### config.mk
export PLATFORM = sky130hd
export DESIGN_NAME = sdram_mrs_issuer
export DESIGN_NICKNAME = d
export VERILOG_FILES = /design/src/rtl/sdram_mrs_pkg.sv /design/src/rtl/sdram_mrs_regs.sv /design/src/rtl/sdram_mrs_seq.sv /design/src/rtl/sdram_mrs_pins.sv /design/src/rtl/sdram_mrs_issuer.sv
export SDC_FILE = /design/constraint.sdc
export NUM_CORES = 1
export LEC_CHECK = 0
export ABC_AREA = 1
export BUFFER_PORTS_ARGS = -buffer_cell sky130_fd_sc_hd__buf_2
export CORE_UTILIZATION = 30
export CTS_BUF_LIST = sky130_fd_sc_hd__clkbuf_2 sky130_fd_sc_hd__clkbuf_4 sky130_fd_sc_hd__clkbuf_8
export DETAILED_ROUTE_END_ITERATION = 16
export GPL_TIMING_DRIVEN = 0
export MAX_ROUTING_LAYER = met4
export SLEW_MARGIN = 20
export SYNTH_ARGS = -nofsm -noshare
export SYNTH_HDL_FRONTEND = slang
export SYNTH_SLANG_ARGS = --single-unit
### constraint.sdc
create_clock -name clk -period 1.58 [get_ports clk]
set_input_delay 0.079 -clock clk [delete_from_list [all_inputs] [get_ports clk]]
set_output_delay 0.079 -clock clk [all_outputs]
set_load 0.05 [all_outputs]
### src/rtl/sdram_mrs_pkg.sv
package sdram_mrs_pkg;

  typedef enum logic [1:0] {
    SEQ_IDLE = 2'd0,
    SEQ_CMD  = 2'd1,
    SEQ_HOLD = 2'd2
  } seq_state_e;

  typedef struct packed {
    logic cs_n;
    logic ras_n;
    logic cas_n;
    logic we_n;
  } sd_cmd_t;

  localparam sd_cmd_t CMD_DESELECT  = '{cs_n: 1'b1, ras_n: 1'b1, cas_n: 1'b1, we_n: 1'b1};
  localparam sd_cmd_t CMD_LOAD_MODE = '{cs_n: 1'b0, ras_n: 1'b0, cas_n: 1'b0, we_n: 1'b0};

  localparam int BANK_STD_CODE = 0;
  localparam int BANK_EXT_CODE = 1;

  localparam int REG_MODE_IDX  = 0;
  localparam int REG_DELAY_IDX = 1;

  localparam int DELAY_RESET   = 2;

endpackage

### src/rtl/sdram_mrs_regs.sv
module sdram_mrs_regs
  import sdram_mrs_pkg::*;
#(
  parameter int ADDR_W = 2,
  parameter int ROW_W  = 13
) (
  input  logic              clk,
  input  logic              rst_n,
  input  logic              reg_wr,
  input  logic              reg_rd,
  input  logic [ADDR_W-1:0] reg_addr,
  input  logic [ROW_W-1:0]  reg_wdata,
  input  logic              ext_sel,
  input  logic              take,
  output logic [ROW_W-1:0]  mode_q,
  output logic [ROW_W-1:0]  delay_q,
  output logic              pend_q,
  output logic              pend_ext_q,
  output logic [ROW_W-1:0]  rdata_q
);

  logic             hit_mode;
  logic             hit_delay;
  logic [ROW_W-1:0] mode_d;
  logic [ROW_W-1:0] delay_d;
  logic             pend_d;
  logic             pend_ext_d;
  logic [ROW_W-1:0] rdata_d;

  assign hit_mode  = (reg_addr == ADDR_W'(REG_MODE_IDX));
  assign hit_delay = (reg_addr == ADDR_W'(REG_DELAY_IDX));

  // next-state
  always_comb begin
    mode_d     = mode_q;
    delay_d    = delay_q;
    pend_d     = pend_q;
    pend_ext_d = pend_ext_q;
    if (take) begin
      pend_d = 1'b0;
    end
    // a store on the issue edge re-arms the request
    if (reg_wr && hit_mode) begin
      mode_d     = reg_wdata;
      pend_d     = 1'b1;
      pend_ext_d = ext_sel;
    end
    if (reg_wr && hit_delay) begin
      delay_d = reg_wdata;
    end
  end

  always_comb begin
    if (hit_mode) begin
      rdata_d = mode_q;
    end else if (hit_delay) begin
      rdata_d = delay_q;
    end else begin
      rdata_d = '0;
    end
  end

  // registers
  always_ff @(posedge clk or negedge rst_n) begin
    if (!rst_n) begin
      mode_q     <= '0;
      delay_q    <= ROW_W'(DELAY_RESET);
      pend_q     <= 1'b0;
      pend_ext_q <= 1'b0;
    end else begin
      mode_q     <= mode_d;
      delay_q    <= delay_d;
      pend_q     <= pend_d;
      pend_ext_q <= pend_ext_d;
    end
  end

  always_ff @(posedge clk or negedge rst_n) begin
    if (!rst_n) begin
      rdata_q <= '0;
    end else if (reg_rd) begin
      rdata_q <= rdata_d;
    end
  end

endmodule

### src/rtl/sdram_mrs_seq.sv
module sdram_mrs_seq
  import sdram_mrs_pkg::*;
#(
  parameter int ROW_W   = 13,
  parameter int MRD_MIN = 2
) (
  input  logic             clk,
  input  logic             rst_n,
  input  logic             pend,
  input  logic             arb_idle,
  input  logic [ROW_W-1:0] delay_val,
  output logic             fire,
  output logic             seq_idle
);

  localparam logic [ROW_W-1:0] FLOOR = ROW_W'(MRD_MIN);

  seq_state_e       state_q, state_d;
  logic [ROW_W-1:0] cnt_q, cnt_d;
  logic [ROW_W-1:0] eff_delay;

  assign eff_delay = (delay_val < FLOOR) ? FLOOR : delay_val;
  assign seq_idle  = (state_q == SEQ_IDLE);
  assign fire      = seq_idle && pend && arb_idle;

  always_comb begin
    state_d = state_q;
    cnt_d   = cnt_q;
    unique case (state_q)
      SEQ_IDLE: begin
        if (fire) begin
          state_d = SEQ_CMD;
        end
      end
      SEQ_CMD: begin
        state_d = SEQ_HOLD;
        cnt_d   = eff_delay;
      end
      SEQ_HOLD: begin
        if (cnt_q == ROW_W'(1)) begin
          state_d = SEQ_IDLE;
        end else begin
          cnt_d = cnt_q - ROW_W'(1);
        end
      end
      default: begin
        state_d = SEQ_IDLE;
      end
    endcase
  end

  always_ff @(posedge clk or negedge rst_n) begin
    if (!rst_n) begin
      state_q <= SEQ_IDLE;
      cnt_q   <= '0;
    end else begin
      state_q <= state_d;
      cnt_q   <= cnt_d;
    end
  end

endmodule

### src/rtl/sdram_mrs_pins.sv
module sdram_mrs_pins
  import sdram_mrs_pkg::*;
#(
  parameter int ROW_W = 13,
  parameter int BA_W  = 2
) (
  input  logic             clk,
  input  logic             rst_n,
  input  logic             fire,
  input  logic             use_ext,
  input  logic [ROW_W-1:0] word,
  output logic             sd_cs_n,
  output logic             sd_ras_n,
  output logic             sd_cas_n,
  output logic             sd_we_n,
  output logic [BA_W-1:0]  sd_ba,
  output logic [ROW_W-1:0] sd_addr
);

  sd_cmd_t          cmd_q, cmd_d;
  logic [BA_W-1:0]  ba_q, ba_d;
  logic [ROW_W-1:0] addr_q, addr_d;

  always_comb begin
    if (fire) begin
      cmd_d  = CMD_LOAD_MODE;
      ba_d   = use_ext ? BA_W'(BANK_EXT_CODE) : BA_W'(BANK_STD_CODE);
      addr_d = word;
    end else begin
      cmd_d  = CMD_DESELECT;
      ba_d   = '0;
      addr_d = '0;
    end
  end

  always_ff @(posedge clk or negedge rst_n) begin
    if (!rst_n) begin
      cmd_q  <= CMD_DESELECT;
      ba_q   <= '0;
      addr_q <= '0;
    end else begin
      cmd_q  <= cmd_d;
      ba_q   <= ba_d;
      addr_q <= addr_d;
    end
  end

  assign sd_cs_n  = cmd_q.cs_n;
  assign sd_ras_n = cmd_q.ras_n;
  assign sd_cas_n = cmd_q.cas_n;
  assign sd_we_n  = cmd_q.we_n;
  assign sd_ba    = ba_q;
  assign sd_addr  = addr_q;

endmodule

### src/rtl/sdram_mrs_issuer.sv
module sdram_mrs_issuer #(
  parameter int ADDR_W  = 2,
  parameter int ROW_W   = 13,
  parameter int BA_W    = 2,
  parameter int MRD_MIN = 2
) (
  input  logic              clk,
  input  logic              rst_n,
  input  logic              reg_wr,
  input  logic              reg_rd,
  input  logic [ADDR_W-1:0] reg_addr,
  input  logic [ROW_W-1:0]  reg_wdata,
  output logic [ROW_W-1:0]  reg_rdata,
  input  logic              ext_sel,
  input  logic              arb_idle,
  output logic              cmd_req,
  output logic              busy,
  output logic              sd_cs_n,
  output logic              sd_ras_n,
  output logic              sd_cas_n,
  output logic              sd_we_n,
  output logic [BA_W-1:0]   sd_ba,
  output logic [ROW_W-1:0]  sd_addr
);

  logic [ROW_W-1:0] mode_q;
  logic [ROW_W-1:0] delay_q;
  logic             pend_q;
  logic             pend_ext_q;
  logic             fire;
  logic             seq_idle;

  sdram_mrs_regs #(.ADDR_W(ADDR_W), .ROW_W(ROW_W)) u_regs (
    .clk        (clk),
    .rst_n      (rst_n),
    .reg_wr     (reg_wr),
    .reg_rd     (reg_rd),
    .reg_addr   (reg_addr),
    .reg_wdata  (reg_wdata),
    .ext_sel    (ext_sel),
    .take       (fire),
    .mode_q     (mode_q),
    .delay_q    (delay_q),
    .pend_q     (pend_q),
    .pend_ext_q (pend_ext_q),
    .rdata_q    (reg_rdata)
  );

  sdram_mrs_seq #(.ROW_W(ROW_W), .MRD_MIN(MRD_MIN)) u_seq (
    .clk       (clk),
    .rst_n     (rst_n),
    .pend      (pend_q),
    .arb_idle  (arb_idle),
    .delay_val (delay_q),
    .fire      (fire),
    .seq_idle  (seq_idle)
  );

  sdram_mrs_pins #(.ROW_W(ROW_W), .BA_W(BA_W)) u_pins (
    .clk      (clk),
    .rst_n    (rst_n),
    .fire     (fire),
    .use_ext  (pend_ext_q),
    .word     (mode_q),
    .sd_cs_n  (sd_cs_n),
    .sd_ras_n (sd_ras_n),
    .sd_cas_n (sd_cas_n),
    .sd_we_n  (sd_we_n),
    .sd_ba    (sd_ba),
    .sd_addr  (sd_addr)
  );

  assign busy    = pend_q | ~seq_idle;
  assign cmd_req = pend_q & seq_idle;

endmodule

Word-level counts from Yosys, hierarchy flattened. Cells that the tools add are included. W data, S select, Z words.

Register bits after elaboration: 75. Input port bits: 21. Output and inout port bits: 34. Logic and storage cells: 49.

Add/subtract/negate cells: 1. Magnitude comparators: 1. Eq/ne operators: 7. Mux-type cells: 14. Bitwise operators: 3. Reductions and logical operators: 10.

Operators by type and width (number): $mux W13 (5); $pmux W13 S2 (1); $eq A13 B1 Y1 const B (1); $lt A13 B2 Y1 const B (1); $sub A13 B1 Y13 const B (1); $mux W2 (3); $pmux W2 S3 (1); $eq A2 B1 Y1 const B (2); $logic_and A1 B1 Y1 (4); $logic_not A2 Y1 (2); $mux W4 (1); $ne A2 B2 Y1 const B (2); $reduce_and A2 Y1 (2); $reduce_bool A2 Y1 (2); $mux W1 (3); $eq A2 B2 Y1 const B (1); $ne A2 B1 Y1 const B (1); $and A1 B1 Y1 (1); $not A1 Y1 (1); $or A1 B1 Y1 (1).

Logic depth before layout (Yosys ltp). Gate-level depths: netlist of the first run.

Word-level depth: 5. Depth in mapped cells: 10.

Hierarchy. A second synthesis of the first run with hierarchy kept.

Cell total of the unflattened synthesis: 445. Area total of the unflattened synthesis: 3490.8 µm².

By module, submodules not included: sdram_mrs_regs (instances 1, cells each 212, area an instance 1776.7 µm², seq. area each 1027.2 µm²); sdram_mrs_seq (instances 1, cells each 179, area an instance 1168.6 µm², seq. area each 375.4 µm²); sdram_mrs_pins (instances 1, cells each 50, area an instance 530.5 µm², seq. area each 376.6 µm²); sdram_mrs_issuer (instances 1, cells each 4, area an instance 15.0 µm², seq. area each 0.0 µm²).

Worst setup path after synthesis of the first run. No wires, ideal clock.

Kind: flip-flop to flip-flop. Start: reg u_seq.state_q[0]. End: reg u_pins.addr_q[0], in the netlist u_pins.sd_addr[0]. Library setup time: 0.072 ns. Arrival: 1.751 ns. Path slack: -0.243 ns. Cell stages (with the launch flop): 5. Clock period less this slack: 1.823 ns. Cells stage by stage: dfrtp_1 -> nor3_2 -> nand2_1 -> buf_2 -> nor2_1.

Word-level cells in the longest chain between the ends: 4.

RTL lines: from (decl) (line sdram_mrs_seq.sv:18) `seq_state_e state_q, state_d;`; from (signal assigned) (line sdram_mrs_seq.sv:57) `state_q <= state_d;`; $logic_not A2 Y1 (line sdram_mrs_seq.sv:23) `assign seq_idle = (state_q == SEQ_IDLE);`; $logic_and A1 B1 Y1 (2 in a row) (line sdram_mrs_seq.sv:24) `assign fire = seq_idle && pend && arb_idle;`; $mux W13 (line sdram_mrs_pins.sv:25) `if (fire) begin`; named net u_pins.addr_d[0] (line sdram_mrs_pins.sv:22) `logic [ROW_W-1:0] addr_q, addr_d;`; to (signal assigned) (line sdram_mrs_pins.sv:44) `addr_q <= addr_d;`; to (decl) (line sdram_mrs_pins.sv:22).

The timed path passes the listed nets, and every way through them passes these cells. A chain may end at the register's enable or synchronous reset.

Worst setup path in the final report of the first run.
Start: reg u_seq.cnt_q[1]. End: reg u_seq.cnt_q[11].

Word-level cells in the longest chain between the ends: 3. Elaborated cells on any way between the ends: 6. Those cells by class: add/sub: 1; eq/ne: 2; mux: 2; reduce/logical: 1.

RTL lines: from (decl) (line sdram_mrs_seq.sv:19) `logic [ROW_W-1:0] cnt_q, cnt_d;`; from (signal assigned) (line sdram_mrs_seq.sv:58) `cnt_q <= cnt_d;`; $sub A13 B1 Y13 or $eq A13 B1 Y1 (tied branches) (line sdram_mrs_seq.sv:43, sdram_mrs_seq.sv:40); $mux W13 or $ne A2 B2 Y1 (tied branches); $pmux W13 S2 or $reduce_and A2 Y1 (tied branches).

Parallel ways exist; a longest one is shown, timed or not. The select of a mux whose other input is x is not followed.

==> results of run 1 <==
logic make-up (layout without fill, tap and decap cells):
kind of cell	count (synthesis)	count (layout)	share of synthesized area
AO/OA/AOI/OAI	51	51	0.0850
adder cells (fa/ha/maj)	2	2	0.00742
flip-flops	71	71	0.528
other	1	1	0.00111
buffers and inverters	75	152	0.0972
XOR/XNOR	1	1	0.00260
AND/OR/NAND/NOR	213	213	0.279
worst max-delay path: stages, from the launching register on:
cell	delay [ps]
dfrtp_1	380
inv_1	100
ha_1	190
nand2_2	80
nor2_4	100
nand2_2	70
nand2_4	100
buf_6	160
o21ai_1	80
nand2_1	70
nand2_1	50
power groups by stage:
| stage | combinational (uW) | clock [uW] | sequential [uW] |
|---|---|---|---|
| floorplan | 1890 | 0 | 2880 |
| global placement | 2800 | 0 | 2610 |
| detailed placement | 2860 | 0 | 2620 |
| CTS | 2880 | 1660 | 2590 |
| global route | 3200 | 1720 | 2650 |
| finish | 2870 | 1620 | 2590 |
synthesized netlist by cell type (all sizes together):
cell type  instances
a21oi              1
a31oi             13
buf               12
clkbuf             7
conb               1
dfrtp             69
dfstp              2
ha                 2
inv               56
nand2            122
nand3             29
nand4              1
nor2              58
nor3               1
o21ai             37
or2                2
xor2               1
layer usage:
metal  vias up  global-route usage
li1       1422                   -
met1      1348               0.197
met5         -                   -
met3         8              0.0362
met2        69               0.248
met4         0              0.0460
layout make-up:
cell class                      instances  area, um2
Multi-Input combinational cell        268       1280
Buffer                                 19        118
Fill cell                            1132       6730
Clock buffer                           10        138
Timing Repair Buffer                   62        380
Sequential cell                        71       1780
Tap cell                              140        175
Clock inverter                          5       81.3
Inverter                               56        210
worst max path at each step:
stage | startpoint | to | slack [ps]
finish | u_seq.cnt_q[1] | u_seq.cnt_q[11] | 90
global route | u_seq.cnt_q[1] | u_seq.cnt_q[11] | -7
CTS | u_seq.cnt_q[0] | u_seq.cnt_q[4] | 40
detailed placement | u_seq.cnt_q[0] | u_seq.cnt_q[4] | 30
global placement | rst_n | u_regs.pend_q | 40
floorplan | u_seq.state_q[0] | u_pins.sd_addr[0] | 8
timing repair:
action | 4_1_cts | 5_1_grt
hold buffers | 9 | 0
endpoints found under the hold margin | 80 | 0
endpoints found under the setup margin | 0 | 3
resized for setup | 0 | 2
sequential cells by signal, summed over array words and instances (netlist names):
signal             flops
u_pins.sd_cas_n        1
u_seq.state_q          2
u_pins.sd_ba           1
u_regs.rdata_q        13
u_regs.mode_q         13
u_pins.sd_addr        13
u_seq.cnt_q           13
u_regs.pend_q          1
u_regs.pend_ext_q      1
u_regs.delay_q        13
per-stage QoR:
step	cells	setup slack, ps	instance area, um2	total power (uW)
floorplan	414	8.25	3380	4760
global placement	606	36.4	3810	5400
detailed placement	607	30.0	3840	5480
CTS	631	35.5	4150	7120
global route	631	-6.79	4160	7570
finish	631	92.9	4160	7080
==> metrics, run 1 <==
Clk network pwr share=0.229; Hold Path Class=in2reg; FF-to-FF End=u_seq.cnt_q[11]; die height=108 um; worst-path fanout max=10; Horiz. Die Dim=approximately 110 um; Mapped Avg Cell Area=8.14 um2; Root Buffer=clkbuf_8; Fin. Hold Viols=0; Post-DP HPWL=5980 um; GRT Resource Usage Total=0.156; pwr dens=1700 mW/mm2; Setup Total Neg Slack=0 ps; cts bufs inserted=9; vias in the first global route=2799; Yosys top cell by area=dfrtp_1; Hold Crit Depth=3; Antenna Nets Post-Route=0; Metal-1 WL=3850 um; flop-to-flop setup slack=90 ps; Layout area overhead=23.3%; maxcap violations=0; Peak VDD IR=0.601 mV; grt total ovfl=0; startpoint types=register; #FFs+latches synth=71; metal3 WL=382 um; H-tree levels=3; Max Freq=0.672 GHz; syn_nets=437; pin count of the biggest net entering global routing=58; yosys synthesis warning count=0; Crit. End Element=register; worst r2r src=u_seq.cnt_q[1]; Via-to-Cell Ratio=approximately 4.5; fin util=0.382; met2 WL=about 3800 um; Worst Tran Pin Value=roughly 580 ps; top sig layer=met4; slew margin rel.=0.614; Seq/Total Area, Yosys=0.528; Synth top area share=0.512; Routed WL per cell=12.9 um; Worst Skew=approximately 4.6 ps; sw frac=0.425; WHS Endpoint=u_regs.mode_q[0]; switching component of the power=3010 uW; via count=2847; GP Congestion=0.832; hold wc startpoint=reg_wdata[0]; worst setup path class=reg2reg; Reg2Reg Depth=10; share of cells above drive strength 1=0.226; Die ar.=0.0117 mm2; part of the power in registers=0.366; area of the core=0.0109 mm2; Initial DRT Pass Iterations=4; static leakage=0.00214 uW; Worst-path clk slew=80 ps; CTS tree=built; dominant cells by area after synthesis=dfrtp_1 51%, nand2_1 13%, inv_1 5.9%, nor2_1 5.6%, o21ai_0 4.3%; CTS sink count=between 70 and 80; number of I/O pins=55; global-route wire length before repair=13500 um; initial antenna violation count=0; synth unique cells=28; nets@finish=510; worst-skew pair later-pin latency=between 300 and 400 ps; post-CTS setup repair buffer count=0; most frequent cells in the layout=115 x nand2_1, 69 x dfrtp_1, 55 x buf_2; Req. time, crit path=1820 ps; Site Rows=38; WP data arrival=roughly 1700 ps; Detailed Route WL=8120 um; Tcrit/Tclk final=0.941; DRC viols=0; Initial Utilization=0.310; fin crit period=~1500 ps; most common cell after layout, fill and taps aside=nand2_1; I/O Buffers=52; Power Internal=between 4000 and 5000 uW; worst hold margin=between 10 and 15 ps; Longest Clk Path Bufs=2; Final Setup Violations=0; post-synthesis cell area=0.00337 mm2; Initial DRC Count=around 140; antenna cell count=0; Cells after Synth=a little over 400; Final Max Tran Viols=0; status=completed; combinational share of power=0.406
Power figures use the tool's default switching activity.
==> run 2: changes to the inputs <==
--- a/config.mk
+++ b/config.mk
@@ -6,7 +6,8 @@
 export NUM_CORES = 1
 export LEC_CHECK = 0
 export ABC_AREA = 1
-export BUFFER_PORTS_ARGS = -buffer_cell sky130_fd_sc_hd__buf_2
+export BUFFER_PORTS_ARGS = -buffer_cell sky130_fd_sc_hd__buf_4
+export CAP_MARGIN = 40
 export CORE_UTILIZATION = 30
 export CTS_BUF_LIST = sky130_fd_sc_hd__clkbuf_2 sky130_fd_sc_hd__clkbuf_4 sky130_fd_sc_hd__clkbuf_8
 export DETAILED_ROUTE_END_ITERATION = 16
==> metrics, run 2 (synthesized netlist as in run 1, its figures left out) <==
Hold Crit Depth=3; die height=108 um; Root Buffer=clkbuf_8; startpoint types=register; most common cell after layout, fill and taps aside=nand2_1; pin count of the biggest net entering global routing=49; number of I/O pins=55; worst setup path class=reg2reg; dpl ws=20.8 ps; Horiz. Die Dim=108 um; Routed WL per cell=~13 um; Peak VDD IR=0.794 mV; Initial DRT Pass Iterations=4; Req. time, crit path=about 1800 ps; vias in the first global route=2723; Crit. End Element=register; maxcap violations=0; setup ws final=98.4 ps; I/O Buffers=52; Initial DRC Count=109; worst-skew pair later-pin latency=340 ps; slew margin rel.=0.589; worst r2r src=u_seq.cnt_q[1]; flop-to-flop setup slack=100 ps; share of cells above drive strength 1=0.233; most frequent cells in the layout=115 x nand2_1, 69 x dfrtp_1, 57 x buf_4; Longest Clk Path Bufs=2; Via-to-Cell Ratio=about 4.5; global-route wire length before repair=roughly 13000 um; Hold Path Class=in2reg; antenna cell count=0; worst-path fanout max=10; area of the core=between 0.01 and 0.015 mm2; Post-DP HPWL=5950 um; Worst Skew=between 8 and 9 ps; DRC viols=0; Bufs and invs on worst path=2; pwr dens=1670 mW/mm2; Max Freq=just under 0.7 GHz; initial antenna violation count=0; CP Cell Sequence=inv_1 -> ha_1 -> nand2_2 -> nor2_4 -> nand2_2 -> nand2_4 -> nand2_4 -> buf_6 -> o21ai_2 -> nand2_1; FF-to-FF End=u_seq.cnt_q[6]; H-tree levels=3; Final Setup Violations=0; CTS sink count=71; Initial Utilization=0.310; post-CTS setup repair buffer count=0; Tcrit/Tclk final=0.938; cts bufs inserted=9; Site Rows=38; Worst Tran Pin Value=~620 ps; critical path's top delay family=simple AND/OR/NAND/NOR gates; grt total ovfl=0; Final Max Tran Viols=0; Slowest cell on crit path=dfrtp_1; Detailed Route WL=8120 um; WP data arrival=1710 ps; fin crit period=1480 ps; max incr delay on CP=380 ps; status=completed; Post-DP Area=0.00397 mm2; static leakage=0.00214 uW; Tot Pwr=7030 uW; Antenna Nets Post-Route=0; setup repair after global routing missed its margin=false; hold wc startpoint=reg_wdata[10]; Final Cell Area=around 0.0042 mm2; Reg2Reg Depth=10; Setup Total Neg Slack=0 ps; GRT Resource Usage Total=0.155; Fin. Hold Viols=0; via count=roughly 2800; Die ar.=0.0117 mm2; GP Congestion=0.868; WHS Endpoint=u_regs.delay_q[10]; Worst-path clk slew=80 ps; Layout area overhead=25.0%; nets@finish=504; CTS tree=built
-- run 2: changes by cell type in the layout (fill, tap and decap cells not counted) --
cell           delta
clkbuf_8          -1
dlygate4sd3_1     -6
bufinv_16         -1
buf_2            -51
nor2_4            +1
clkbuf_4          +1
clkinv_4          +2
buf_4            +51
nor2_1            -1
-- run 2: how the worst max path moves through the flow --
stage / cells after the start / slack, ps / end / startpoint
after floorplan: 4 / 8 / u_pins.sd_addr[0] / u_seq.state_q[0]
after global placement: 8 / 40 / u_seq.cnt_q[6] / u_seq.cnt_q[0]
after detailed placement: 9 / 20 / u_seq.cnt_q[4] / u_seq.cnt_q[0]
after CTS: 8 / 60 / u_seq.cnt_q[6] / u_seq.cnt_q[0]
after global routing: 9 / 9 / u_seq.cnt_q[6] / u_seq.cnt_q[10]
final: 10 / 100 / u_seq.cnt_q[6] / u_seq.cnt_q[1]
-- run 2: final cells by class --
cell class	count	area, um2
fill	1122	6670
clock inverter	6	68.8
sequential	71	1780
tap	140	175
multi-input combinational	268	1280
inverter	56	210
clock buffer	10	131
buffer	19	118
timing repair buffer	56	448
-- run 2: worst min-delay path, delay by kind of cell --
kind	cells	cell delay, ps
AOI/OAI and AO/OA	1	80
buffers and inverters	2	160
-- run 2: metal layers --
metal,global-route usage,part of all wire,vias to the layer above,routed length (um)
li1,-,-,1414,-
met1,0.204,0.47,1366,3840
met2,0.245,0.48,53,3880
met3,0.0271,0.039,7,320
met4,0.0421,0.0098,0,80
met5,-,0,-,0
-- run 2: timing repair --
action	4_1_cts	5_1_grt
hold buffers	3	0
resized for setup	1	3
endpoints found under the setup margin	1	6
endpoints found under the hold margin	71	0
-- run 2: report_power, final --
group	total [uW]	switching (uW)	internal, uW
Sequential	2600	368	2230
Combinational	2970	1960	1010
Clock	1460	706	755
Total	7030	3040	3990
-- run 2: through the flow --
step           cells  hold WS (ps)   util
2_1_floorplan    414          -217      -
3_3_place_gp     606           258  0.362
3_5_place_dp     607          3.31  0.365
4_1_cts          626          3.81  0.386
5_1_grt          626          28.5  0.387
6_report         626          11.1  0.387
